<file path="src/rtl/dll_pkg.sv">
`timescale 1ns/1ps
// Package: dll_pkg
// Shared defaults for the dual-channel serial latch loader.
// Assumes a two-channel configuration; widths may be overridden on the top.
package dll_pkg;
    localparam int unsigned     DLL_CODE_W      = 8;
    localparam int unsigned     DLL_HDR_W       = 2;
    localparam int unsigned     DLL_SYNC_STAGES = 2;
    localparam logic [7:0]      DLL_RESET_CODE  = 8'h80;
endpackage

</file>
<file path="src/rtl/dll_sync.sv">
`timescale 1ns/1ps
// Module: dll_sync
// Brings a vector of asynchronous pins into the clk domain through a chain
// of STAGES flops per bit. Assumes STAGES >= 2 and that each bit is
// independent (no multi-bit coherence is needed by the consumer).
module dll_sync #(
    parameter int unsigned      WIDTH   = 1,
    parameter int unsigned      STAGES  = 2,
    parameter logic [WIDTH-1:0] RST_VEC = '0
) (
    input  logic             clk,
    input  logic             rst_n,
    input  logic [WIDTH-1:0] async_in,
    output logic [WIDTH-1:0] sync_out
);

    logic [WIDTH-1:0] stage_q [STAGES];

    // Shift each pin level through the synchronizer chain.
    always_ff @(posedge clk) begin
        if (!rst_n) begin
            for (int i = 0; i < STAGES; i++) begin
                stage_q[i] <= RST_VEC;
            end
        end else begin
            stage_q[0] <= async_in;
            for (int i = 1; i < STAGES; i++) begin
                stage_q[i] <= stage_q[i-1];
            end
        end
    end

    assign sync_out = stage_q[STAGES-1];

endmodule

</file>
<file path="src/rtl/dll_edge.sv">
`timescale 1ns/1ps
// Module: dll_edge
// Produces a one-clk pulse on one chosen transition of an already
// synchronized level. RISING selects the polarity; RST_LEVEL is the idle
// level so no false edge is reported right after reset.
module dll_edge #(
    parameter logic RISING    = 1'b1,
    parameter logic RST_LEVEL = 1'b0
) (
    input  logic clk,
    input  logic rst_n,
    input  logic level,
    output logic pulse
);

    logic prev_q;

    // Remember the level seen one clk earlier.
    always_ff @(posedge clk) begin
        if (!rst_n) begin
            prev_q <= RST_LEVEL;
        end else begin
            prev_q <= level;
        end
    end

    generate
        if (RISING) begin : g_rise
            assign pulse = level & ~prev_q;
        end else begin : g_fall
            assign pulse = ~level & prev_q;
        end
    endgenerate

endmodule

</file>
<file path="src/rtl/dll_shift_reg.sv">
`timescale 1ns/1ps
// Module: dll_shift_reg
// Serial command register. Shifts din in at bit 0 on each shift_en pulse.
// The bit leaving the top is parked in a spill flop and presented on dout
// at the next fall_en pulse. dout is forced low while idle is high.
// Only the low KEEP_W bits are exported for decoding. Assumes KEEP_W < WIDTH.
module dll_shift_reg #(
    parameter int unsigned WIDTH  = 10,
    parameter int unsigned KEEP_W = 9
) (
    input  logic              clk,
    input  logic              rst_n,
    input  logic              shift_en,
    input  logic              fall_en,
    input  logic              idle,
    input  logic              din,
    output logic [KEEP_W-1:0] keep_bits,
    output logic              dout
);

    logic [WIDTH-1:0] sh_q;
    logic             spill_q;
    logic             dout_q;

    // Append the incoming bit; older bits move towards the top.
    always_ff @(posedge clk) begin
        if (!rst_n) begin
            sh_q <= '0;
        end else if (shift_en) begin
            sh_q <= {sh_q[WIDTH-2:0], din};
        end
    end

    // Capture the bit pushed out of the top on the same shift.
    always_ff @(posedge clk) begin
        if (!rst_n) begin
            spill_q <= 1'b0;
        end else if (shift_en) begin
            spill_q <= sh_q[WIDTH-1];
        end
    end

    // Present the spilled bit on the serial clock fall; quiet when idle.
    always_ff @(posedge clk) begin
        if (!rst_n) begin
            dout_q <= 1'b0;
        end else if (idle) begin
            dout_q <= 1'b0;
        end else if (fall_en) begin
            dout_q <= spill_q;
        end
    end

    assign keep_bits = sh_q[KEEP_W-1:0];
    assign dout      = dout_q;

endmodule

</file>
<file path="src/rtl/dll_latch_bank.sv">
`timescale 1ns/1ps
// Module: dll_latch_bank
// NUM_CH setting-code registers. On a load pulse, exactly the register whose
// index equals sel takes data; all others hold. Assumes sel < NUM_CH.
module dll_latch_bank #(
    parameter int unsigned       CODE_W     = 8,
    parameter int unsigned       NUM_CH     = 2,
    parameter logic [CODE_W-1:0] RESET_CODE = 8'h80
) (
    input  logic                           clk,
    input  logic                           rst_n,
    input  logic                           load,
    input  logic [$clog2(NUM_CH)-1:0]      sel,
    input  logic [CODE_W-1:0]              data,
    output logic [NUM_CH-1:0][CODE_W-1:0]  codes
);

    localparam int unsigned SEL_W = $clog2(NUM_CH);

    generate
        for (genvar g = 0; g < NUM_CH; g++) begin : g_ch
            logic [CODE_W-1:0] code_q;

            // Load this channel only when the frame addresses it.
            always_ff @(posedge clk) begin
                if (!rst_n) begin
                    code_q <= RESET_CODE;
                end else if (load && (sel == SEL_W'(g))) begin
                    code_q <= data;
                end
            end

            assign codes[g] = code_q;
        end
    endgenerate

endmodule

</file>
<file path="src/rtl/dual_latch_loader.sv">
`timescale 1ns/1ps
// Module: dual_latch_loader
// Serial front end of a dual-channel setting store. Synchronizes the serial
// pins to clk, shifts a WORD_W-bit command while select is low, and on the
// select rise writes the code field into the channel chosen by the bit
// above it. Assumes serial half-periods of several clk cycles.
module dual_latch_loader
    import dll_pkg::*;
#(
    parameter int unsigned       CODE_W      = DLL_CODE_W,
    parameter int unsigned       HDR_W       = DLL_HDR_W,
    parameter int unsigned       SYNC_STAGES = DLL_SYNC_STAGES,
    parameter logic [CODE_W-1:0] RESET_CODE  = CODE_W'(DLL_RESET_CODE)
) (
    input  logic              clk,
    input  logic              rst_n,
    input  logic              ser_clk,
    input  logic              ser_cs_n,
    input  logic              ser_din,
    input  logic              shdn_n,
    output logic              ser_dout,
    output logic [CODE_W-1:0] code_ch1,
    output logic [CODE_W-1:0] code_ch2,
    output logic              shutdown
);

    localparam int unsigned NUM_CH   = 2;
    localparam int unsigned SEL_W    = $clog2(NUM_CH);
    localparam int unsigned KEEP_W   = CODE_W + SEL_W;
    localparam int unsigned WORD_W   = CODE_W + HDR_W;
    localparam logic [3:0]  SYNC_RST = 4'b1010;

    logic [3:0]                     raw_pins;
    logic [3:0]                     sync_pins;
    logic                           sclk_q;
    logic                           cs_q;
    logic                           din_q;
    logic                           shdn_q;
    logic                           sclk_rise;
    logic                           sclk_fall;
    logic                           cs_rise;
    logic                           cs_idle;
    logic                           shift_en;
    logic                           fall_en;
    logic                           frame_end;
    logic [KEEP_W-1:0]              kept;
    logic [NUM_CH-1:0][CODE_W-1:0]  codes;

    assign raw_pins = {shdn_n, ser_din, ser_cs_n, ser_clk};

    dll_sync #(
        .WIDTH   (4),
        .STAGES  (SYNC_STAGES),
        .RST_VEC (SYNC_RST)
    ) u_sync (
        .clk      (clk),
        .rst_n    (rst_n),
        .async_in (raw_pins),
        .sync_out (sync_pins)
    );

    assign sclk_q = sync_pins[0];
    assign cs_q   = sync_pins[1];
    assign din_q  = sync_pins[2];
    assign shdn_q = sync_pins[3];

    dll_edge #(.RISING(1'b1), .RST_LEVEL(1'b0)) u_sclk_rise (
        .clk   (clk),
        .rst_n (rst_n),
        .level (sclk_q),
        .pulse (sclk_rise)
    );

    dll_edge #(.RISING(1'b0), .RST_LEVEL(1'b0)) u_sclk_fall (
        .clk   (clk),
        .rst_n (rst_n),
        .level (sclk_q),
        .pulse (sclk_fall)
    );

    dll_edge #(.RISING(1'b1), .RST_LEVEL(1'b1)) u_cs_rise (
        .clk   (clk),
        .rst_n (rst_n),
        .level (cs_q),
        .pulse (cs_rise)
    );

    // Serial clock edges count only inside a frame.
    assign cs_idle   = cs_q;
    assign shift_en  = sclk_rise & ~cs_q;
    assign fall_en   = sclk_fall & ~cs_q;
    assign frame_end = cs_rise;

    dll_shift_reg #(
        .WIDTH  (WORD_W),
        .KEEP_W (KEEP_W)
    ) u_shift (
        .clk       (clk),
        .rst_n     (rst_n),
        .shift_en  (shift_en),
        .fall_en   (fall_en),
        .idle      (cs_idle),
        .din       (din_q),
        .keep_bits (kept),
        .dout      (ser_dout)
    );

    dll_latch_bank #(
        .CODE_W     (CODE_W),
        .NUM_CH     (NUM_CH),
        .RESET_CODE (RESET_CODE)
    ) u_bank (
        .clk   (clk),
        .rst_n (rst_n),
        .load  (frame_end),
        .sel   (kept[CODE_W +: SEL_W]),
        .data  (kept[CODE_W-1:0]),
        .codes (codes)
    );

    assign code_ch1 = codes[0];
    assign code_ch2 = codes[1];
    assign shutdown = ~shdn_q;

endmodule

</file>
<file path="config.mk">
export PLATFORM = sky130hd
export DESIGN_NAME = dual_latch_loader
export DESIGN_NICKNAME = d
export VERILOG_FILES = /design/src/rtl/dll_pkg.sv /design/src/rtl/dll_sync.sv /design/src/rtl/dll_edge.sv /design/src/rtl/dll_shift_reg.sv /design/src/rtl/dll_latch_bank.sv /design/src/rtl/dual_latch_loader.sv
export SDC_FILE = /design/constraint.sdc
export NUM_CORES = 1
export LEC_CHECK = 0
export CAP_MARGIN = 5
export CORE_MARGIN = 2
export CORE_UTILIZATION = 48
export CTS_CLUSTER_DIAMETER = 50
export CTS_CLUSTER_SIZE = 14
export DETAILED_ROUTE_END_ITERATION = 12
export DONT_BUFFER_PORTS = 1
export HOLD_SLACK_MARGIN = 0.1
export PLACE_DENSITY = 0.66
export SLEW_MARGIN = 5
export SYNTH_ARGS = -nofsm -noshare
export SYNTH_HDL_FRONTEND = slang
export SYNTH_SLANG_ARGS = --single-unit
</file>
<file path="constraint.sdc">
create_clock -name clk -period 3.2 [get_ports clk]
set_clock_uncertainty 0.2 [all_clocks]
set_input_delay 0.64 -clock clk [delete_from_list [all_inputs] [get_ports clk]]
set_output_delay 0.64 -clock clk [all_outputs]
set_load 0.02 [all_outputs]
</file>
After elaboration in Yosys (flattened, before gate mapping) --
Memories as Yosys holds them, arrays and structs flattened. Cells that the tools add are included.
Storage, ports and cells: register bits after elaboration 30, memory bits (writable) 8, input port bits 6, output and inout port bits 18, word-level logic and storage cells 29, memories kept 1
Memories:
- u_sync.stage_q | depth 2, width 4, rd ports 2, clocked after memory_dff 0, wr ports 2, RTL line dll_sync.sv:17 | logic [WIDTH-1:0] stage_q [STAGES];
Cells by class: mux-type cells 4, bitwise gates (word level) 14, reductions and logical operators 3
Operator list (number):
- 4-bit 2-to-1 mux | 2
- 1-bit inverter | 7
- 1-bit bitwise AND | 5
- 1-bit logical AND | 2
- 1-bit 2-to-1 mux | 2
- 1-bit OR | 2
- 2-bit OR reduction | 1

Depth between registers and ports, before layout --
Gate-level depths: netlist of run 1.
depth in word-level cells 3, gate-level depth with buffers 5, mapped depth without buffers 3

Hierarchy --
Synthesis of run 1 repeated with hierarchy kept, for this count alone.
Second synthesis, totals: cells, all modules 142, area, all modules 1507.7 um2
By module, submodules not included:
- dll_latch_bank | instances 1, cells each 63, area each 615.6 um2, seq. area each 320.3 um2
- dll_shift_reg | instances 1, cells each 47, area each 519.2 um2, seq. area each 240.2 um2
- dll_sync | instances 1, cells each 20, area each 240.2 um2, seq. area each 160.2 um2
- dll_edge at u_cs_rise ... | instances 2, cells each 3, area each 40.0 um2, seq. area each 20.0 um2
- dll_edge at u_sclk_fall | instances 1, cells each 3, area each 36.3 um2, seq. area each 20.0 um2
- dual_latch_loader | instances 1, cells each 3, area each 16.3 um2, seq. area each 0.0 um2

Worst setup path after synthesis of run 1 --
Ideal clock, no wire load.
path type input-to-reg, start point in rst_n, end point reg u_shift.sh_q[4], setup time 0.074 ns, arrival time 1.190 ns, data required time 2.926 ns, slack 1.735 ns, stages on the path 4, path buffers 2, path through buf_2 clkbuf_1 nand3_1 o21ai_0
RTL lines:
- start: declaration | RTL line dual_latch_loader.sv:16 | input logic rst_n,
- end signal: assignment | RTL line dll_shift_reg.sv:30 | sh_q <= {sh_q[WIDTH-2:0], din};
- end: declaration | RTL line dll_shift_reg.sv:21 | logic [WIDTH-1:0] sh_q;

==> results of run 1 <==
-- area by class of cell --
cell class	instances	area, sq um	area share (%)
Sequential cell	38	761	57.0
Tap cell	30	37.5	2.81
Clock inverter	1	5.00	0.375
Inverter	1	3.75	0.281
Clock buffer	7	55.1	4.13
Multi-Input combinational cell	81	472	35.4
-- layer usage --
metal / share of wire (%) / vias up / global-route usage, %
met3: 6.5 / 6 / 7.91
met4: 1.7 / 0 / 5.23
met2: 43 / 18 / 21.1
met1: 49 / 376 / 16.0
met5: 0 / - / 0
li1: - / 439 / -
-- how the worst min path moves through the flow --
stage | from | endpoint | cells after the start
final | rst_n | u_bank.g_ch[1].code_q[7] | 1
after global routing | rst_n | u_bank.g_ch[1].code_q[7] | 1
after CTS | rst_n | u_bank.g_ch[1].code_q[7] | 1
after detailed placement | u_sync.stage_q[0][3] | u_sync.stage_q[0][7] | 1
after global placement | u_sync.stage_q[0][3] | u_sync.stage_q[0][7] | 1
after floorplan | u_sync.stage_q[0][1] | u_sync.stage_q[0][5] | 1
-- power by group --
part	leakage, uW	total (uW)	internal (uW)	switching [uW]
clock	0.0000353	256	107	150
sequential	0.000308	481	478	2.71
combinational	0.000137	8.91	4.29	4.61
-- synthesized netlist by cell type, drive strengths merged --
library cell	number	area (sq um)
nand3b	1	7.51
inv	1	3.75
nand2	13	48.8
buf	5	31.3
or3b	1	8.76
o21ai	25	151
and2	5	31.3
clkbuf	5	20.0
mux2i	3	30.0
nand2b	6	37.5
nor3b	1	7.51
dfxtp	38	761
nor2	1	3.75
nand3	25	140
-- flip-flops by register name (all words and copies together) (netlist names) --
signal,cells
u_bank.g_ch.code_q,16
u_cs_rise.prev_q,1
u_sclk_fall.prev_q,1
u_shift.dout,1
u_shift.sh_q,10
u_shift.spill_q,1
u_sync.stage_q,8
-- through the flow --
stage,setup slack [ns],utilization (%),total power (uW),hold WS [ns],cells
after floorplan,1.74,-,508,0.186,130
after global placement,1.54,51.0,501,0.189,150
after detailed placement,1.46,51.0,501,0.198,150
after CTS,1.43,53.4,753,0.150,158
after global routing,1.24,53.4,773,0.139,158
final,1.46,53.4,746,0.160,158
-- kinds of logic (layout without fill, tap and decap cells) --
group	Yosys count	after routing	share of synthesized area, %
buffers and inverters	11	9	4.29
AOI/OAI and AO/OA	25	25	11.8
DFF	38	38	59.3
muxes	3	3	2.34
and+or+nand+nor	53	53	22.2
-- worst max-delay path, stage by stage, from the launching register on --
cell and delay, ns:
sky130_fd_sc_hd__dfxtp_1 0.37, sky130_fd_sc_hd__nor3b_2 0.79, sky130_fd_sc_hd__o21ai_0 0.23
==> summary.md, run 1 <==
| Metric | Value |
|---|---|
| Average instance area after synthesis | 9.87 sq um |
| Worst setup path endpoint | u_shift.sh_q[3] |
| Std cell rows | 18 |
| Slew headroom | 35.0% |
| Number of H-tree levels | 2 |
| Initial antenna violation count | 0 |
| HP Class | in -> reg |
| Crit Reg-Reg Startpoint | u_sync.stage_q[0][5] |
| Post-DP HPWL | 1290 microns |
| Critical Path AT | 1.73 ns |
| Number of unique standard cell types used by synthesis | 18 |
| Leading cell types in the layout, fill and taps excluded | 38 x sky130_fd_sc_hd__dfxtp_1, 22 x sky130_fd_sc_hd__nand3_1, 18 x sky130_fd_sc_hd__o21ai_0 |
| Number of CTS-inserted buffers | 5 |
| Initial core utilization | 51.3% |
| Maximum achievable frequency | 574 MHz |
| Overall routed net length | 1950 microns |
| Final min period | 1.74 ns |
| Pin count of the biggest net entering global routing | 49 |
| Vias in the first global route | 711 |
| Hold buffer count at cts | 0 |
| Capturing element type of the critical path | register |
| Non-Filler Cell Area, Final | 0.00133 sq mm |
| DRC errors left | 0 |
| Synthesis Warnings | 0 |
| First-pass iteration count of the detailed router | 3 |
| Clk pin slew, worst setup/hold paths | 0.11 ns |
| Maximum fanout count along the critical path | 22 |
| Count of nets left with antenna violations after detail routing | 0 |
| Setup slack of the worst register-to-register path | 1.46 ns |
| Clock tree from TritonCTS | yes |
| TNS Setup | 0 ns |
| Number of pins with negative max-slew slack in the final report | 0 |
| CTS resizes | 0 |
| Global-route wire length before repair | 3260 microns |
| Post-route fraction of the period consumed by the critical path | 54.5% |
| Data required time at the worst endpoint | 3.19 ns |
| Start point of the critical path | u_sync.stage_q[0][5] |
| Path type of the worst setup path | reg -> reg |
| Root buffer cell | sky130_fd_sc_hd__clkbuf_4 |
| Netlist area before placement | 0.00128 sq mm |
| Total routing usage reported by global routing | 13.8% |
| Number of max-capacitance violations reported | 0 |
| Die Area | 0.00310 sq mm |
| Part of the Yosys area used for sequential elements | 59.3% |
| Worst flop-to-flop path endpoint | u_shift.sh_q[3] |
| Share of final-layout standard cells stronger than drive strength 1 | 14.1% |
| Number of cell instances on the worst register-to-register path | 2 |
| Post-detailed-route wirelength per cell | 12.3 microns |
| Final global-route overflow total | 0 |
| Status | complete, no violations |
| Number of setup violations in the final report | 0 |
| RSZ-0062 raised after global routing | false |
| Antenna diodes | 0 |
| Element type at the critical path start | register |
| Growth of design area from synthesis to finish | 4.00% |
| Height of the chip | 55.7 microns |
| Global placer's final weighted congestion | 0.669 |
| Ratio of routed vias to standard cells | 5.31 |
| #FFs+latches synth | 38 |
| Most common library cell in the layout ignoring fill and taps | sky130_fd_sc_hd__dfxtp_1 |
| Width of the die | 55.7 microns |
| Number of DRC violations after detailed-routing iteration 0 | 22 |
| Clock network latency to the later pin of the worst-skew pair | 0.34 ns |
| TritonCTS sink count | 38 |
| VDD IR max | 381 uV |
| Power density over the cells | 559 mW/mm^2 |
| Placed inst area | 0.00127 sq mm |
| Number of fill cells in the layout | 225 |
| Count of nets after finishing | 133 |
| Post-Syn Instances | 130 |
| Port bufs | 0 |
| Core footprint | 0.00250 sq mm |
| Total number of vias | 839 |
| Number of buffers inserted by post-CTS setup repair | 0 |
| Transition at the pin with the smallest max-transition slack | 0.971 ns |
| Leakage Power | 0.000480 uW |
| Buffer levels on the longest clock path | 2 |
| Number of placed I/O pins | 24 |
| Post-synthesis net count | 136 |
| Hold violation total from the final report | 0 |
Power figures use the tool's default switching activity.
==> run 2: changes to the inputs <==
--- a/config.mk
+++ b/config.mk
@@ -13,7 +13,7 @@
 export DETAILED_ROUTE_END_ITERATION = 12
 export DONT_BUFFER_PORTS = 1
 export HOLD_SLACK_MARGIN = 0.1
-export PLACE_DENSITY = 0.66
+export PLACE_DENSITY = 0.68
 export SLEW_MARGIN = 5
 export SYNTH_ARGS = -nofsm -noshare
 export SYNTH_HDL_FRONTEND = slang
==> constraint.sdc (replaced) <==
create_clock -name clk -period 1.56 [get_ports clk]
set_clock_uncertainty 0.2 [all_clocks]
set_input_delay 0.312 -clock clk [delete_from_list [all_inputs] [get_ports clk]]
set_output_delay 0.312 -clock clk [all_outputs]
set_load 0.02 [all_outputs]
==> summary.md, run 2 (synthesis results as in run 1) <==
| Metric | Value |
|---|---|
| Count of nets after finishing | 145 (+9.0%) |
| Worst slack, placed | 0.0971 ns (-1.36 ns) |
| Post-DP HPWL | 1360 microns (+5.0%) |
| Vias in the first global route | 783 (+10%) |
| Leading cell types in the layout, fill and taps excluded | 37 x sky130_fd_sc_hd__dfxtp_1, 22 x sky130_fd_sc_hd__nand3_1, 18 x sky130_fd_sc_hd__o21ai_0 |
| Post-detailed-route wirelength per cell | 13.1 microns (+6.1%) |
| Number of max-capacitance violations reported | 0 (unchanged) |
| Storage cell area | 762 sq um (+0.16%) |
| Max stage delay on crit path | 0.37 ns (-0.42 ns) |
| Growth of design area from synthesis to finish | 13.7% |
| Number of CTS-inserted buffers | 5 (unchanged) |
| HP Class | reg -> reg |
| Slowest cell on the critical path | sky130_fd_sc_hd__dfxtp_2 |
| Buffer levels on the longest clock path | 2 (unchanged) |
| Number of placed I/O pins | 24 (unchanged) |
| Initial antenna violation count | 0 (unchanged) |
| RSZ-0062 raised after global routing | false |
| Critical Path AT | 1.51 ns (-0.22 ns) |
| Core footprint | 0.00250 sq mm (unchanged) |
| Final global-route overflow total | 0 (unchanged) |
| VDD IR max | 691 uV (+82%) |
| Crit path setup slack, layout | 0.0780 ns (-1.38 ns) |
| Global-route wire length before repair | 3640 microns (+12%) |
| Post-route fraction of the period consumed by the critical path | 95.0% (+41 points) |
| Number of setup violations in the final report | 0 (unchanged) |
| Maximum fanout count along the critical path | 15 (-32%) |
| Status | complete, no violations |
| Clock network latency to the later pin of the worst-skew pair | 0.34 ns (about the same) |
| Final min period | 1.48 ns (-0.261 ns) |
| TritonCTS sink count | 38 (unchanged) |
| Path type of the worst setup path | reg -> reg |
| Slew headroom | 82.1% (+47 points) |
| Maximum achievable frequency | 675 MHz (+18%) |
| Pin count of the biggest net entering global routing | 44 (-10%) |
| Count of nets left with antenna violations after detail routing | 0 (unchanged) |
| Max reg flops | 16 (unchanged) |
| Share of final-layout standard cells stronger than drive strength 1 | 16.4% (+2.4 points) |
| Number of DRC violations after detailed-routing iteration 0 | 17 (-23%) |
| Ratio of routed vias to standard cells | 5.31 (about the same) |
| Clock tree from TritonCTS | yes |
| Hold violation total from the final report | 0 (unchanged) |
| Std cell rows | 18 (unchanged) |
| Leakage Power | 0.000527 uW (+9.7%) |
| Clk pin slew, worst setup/hold paths | 0.11 ns (about the same) |
| Capturing element type of the critical path | register |
| Placed inst area | 0.00130 sq mm (+1.8%) |
| Port bufs | 0 (unchanged) |
| Transition at the pin with the smallest max-transition slack | 0.268 ns (-0.703 ns) |
| Largest Register | u_bank.g_ch.code_q |
| Die Area | 0.00310 sq mm (unchanged) |
| Most common library cell in the layout ignoring fill and taps | sky130_fd_sc_hd__dfxtp_1 |
| Overall routed net length | 2220 microns (+14%) |
| Power density over the cells | 1070 mW/mm^2 (+92%) |
| Number of buffers and inverters on the critical path | 1 (+1) |
| First-pass iteration count of the detailed router | 4 (+1) |
| Kind of cell adding the most delay to the critical path | simple AND/OR/NAND/NOR gates |
| Width of the die | 55.7 microns (unchanged) |
| Number of H-tree levels | 2 (unchanged) |
| Global placer's final weighted congestion | 0.663 (-0.91%) |
| Height of the chip | 55.7 microns (unchanged) |
| Top flop regs | u_bank.g_ch.code_q: 16 flops, u_shift.sh_q: 10 flops, u_sync.stage_q: 8 flops |
| Root buffer cell | sky130_fd_sc_hd__clkbuf_4 |
| DRC errors left | 0 (unchanged) |
| List of cells traversed by the critical path | or3b_1, buf_4, mux2i_1, nand2_1 |
| Total number of vias | 903 (+7.6%) |
| Multi-input logic area | 472 sq um (unchanged) |
| Antenna diodes | 0 (unchanged) |
| Total routing usage reported by global routing | 15.6% (+1.8 points) |
| Number of fill cells in the layout | 227 (+0.89%) |
| Element type at the critical path start | register |
| TNS Setup | 0 ns (unchanged) |
| Initial core utilization | 51.3% (unchanged) |
| Non-Filler Cell Area, Final | 0.00146 sq mm (+9.3%) |
| Number of pins with negative max-slew slack in the final report | 0 (unchanged) |
| Data required time at the worst endpoint | 1.59 ns (-1.60 ns) |
==> run 2: cell types whose count changed in the layout (fill, tap and decap cells not counted), sizes merged <==
cell | before | now
buf | 0 | 4
dlygate4sd3 | 0 | 8
==> run 2: area by class of cell <==
cell class	instances	share of cell area (%)
Sequential cell	38	52.3
Multi-Input combinational cell	81	32.4
Timing Repair Buffer	12	8.41
Tap cell	30	2.58
Inverter	1	0.258
Clock inverter	1	0.343
Clock buffer	7	3.78
==> run 2: path summary, 6_finish.rpt <==
kind | startpoint | end | slack, ns | depth (start not counted)
min reg2reg | u_sync.stage_q[0][2] | u_sync.stage_q[0][6] | 0.24 | 1
max reg2reg | u_sync.stage_q[0][5] | u_bank.g_ch[0].code_q[7] | 0.08 | 4
min | u_sync.stage_q[0][2] | u_sync.stage_q[0][6] | 0.24 | 1
max | u_sync.stage_q[0][5] | u_bank.g_ch[0].code_q[7] | 0.08 | 4
==> run 2: routing by layer <==
metal	vias to the layer above	track usage, %	wire, microns
met4	0	6.27	40
met2	19	22.4	1000
met3	5	10.7	176
met5	-	0	0
li1	457	-	-
met1	422	18.1	1000
==> run 2: worst reg2reg max path, cell delays in order, from the launching register on <==
cell,delay (ns)
sky130_fd_sc_hd__dfxtp_2,0.37
sky130_fd_sc_hd__or3b_1,0.35
sky130_fd_sc_hd__buf_4,0.21
sky130_fd_sc_hd__mux2i_1,0.16
sky130_fd_sc_hd__nand2_1,0.06
==> run 2: repair_timing <==
item | in CTS | in global routing
resized for setup | 0 | 1
setup buffers | 0 | 0
endpoints found under the hold margin | 38 | 0
hold buffers | 9 | 0
endpoints found under the setup margin | 0 | 1
==> run 2: stage by stage <==
step           hold slack (ns)  total power, uW  utilization [%]  std cells
3_3_place_gp             0.179             1030             51.9        153
2_1_floorplan            0.186             1040                -        130
6_report                 0.243             1560             58.3        170
5_1_grt                  0.261             1640             58.3        170
3_5_place_dp             0.182             1030             51.9        153
4_1_cts                  0.249             1580             58.3        170
==> run 2: report_power, final <==
group          internal [uW]  leakage [uW]  switching, uW  total (uW)
combinational           26.5      0.000184           28.2        54.7
clock                    218     0.0000353            303         522
sequential               982      0.000308           5.94         988
total                   1230      0.000527            337        1560
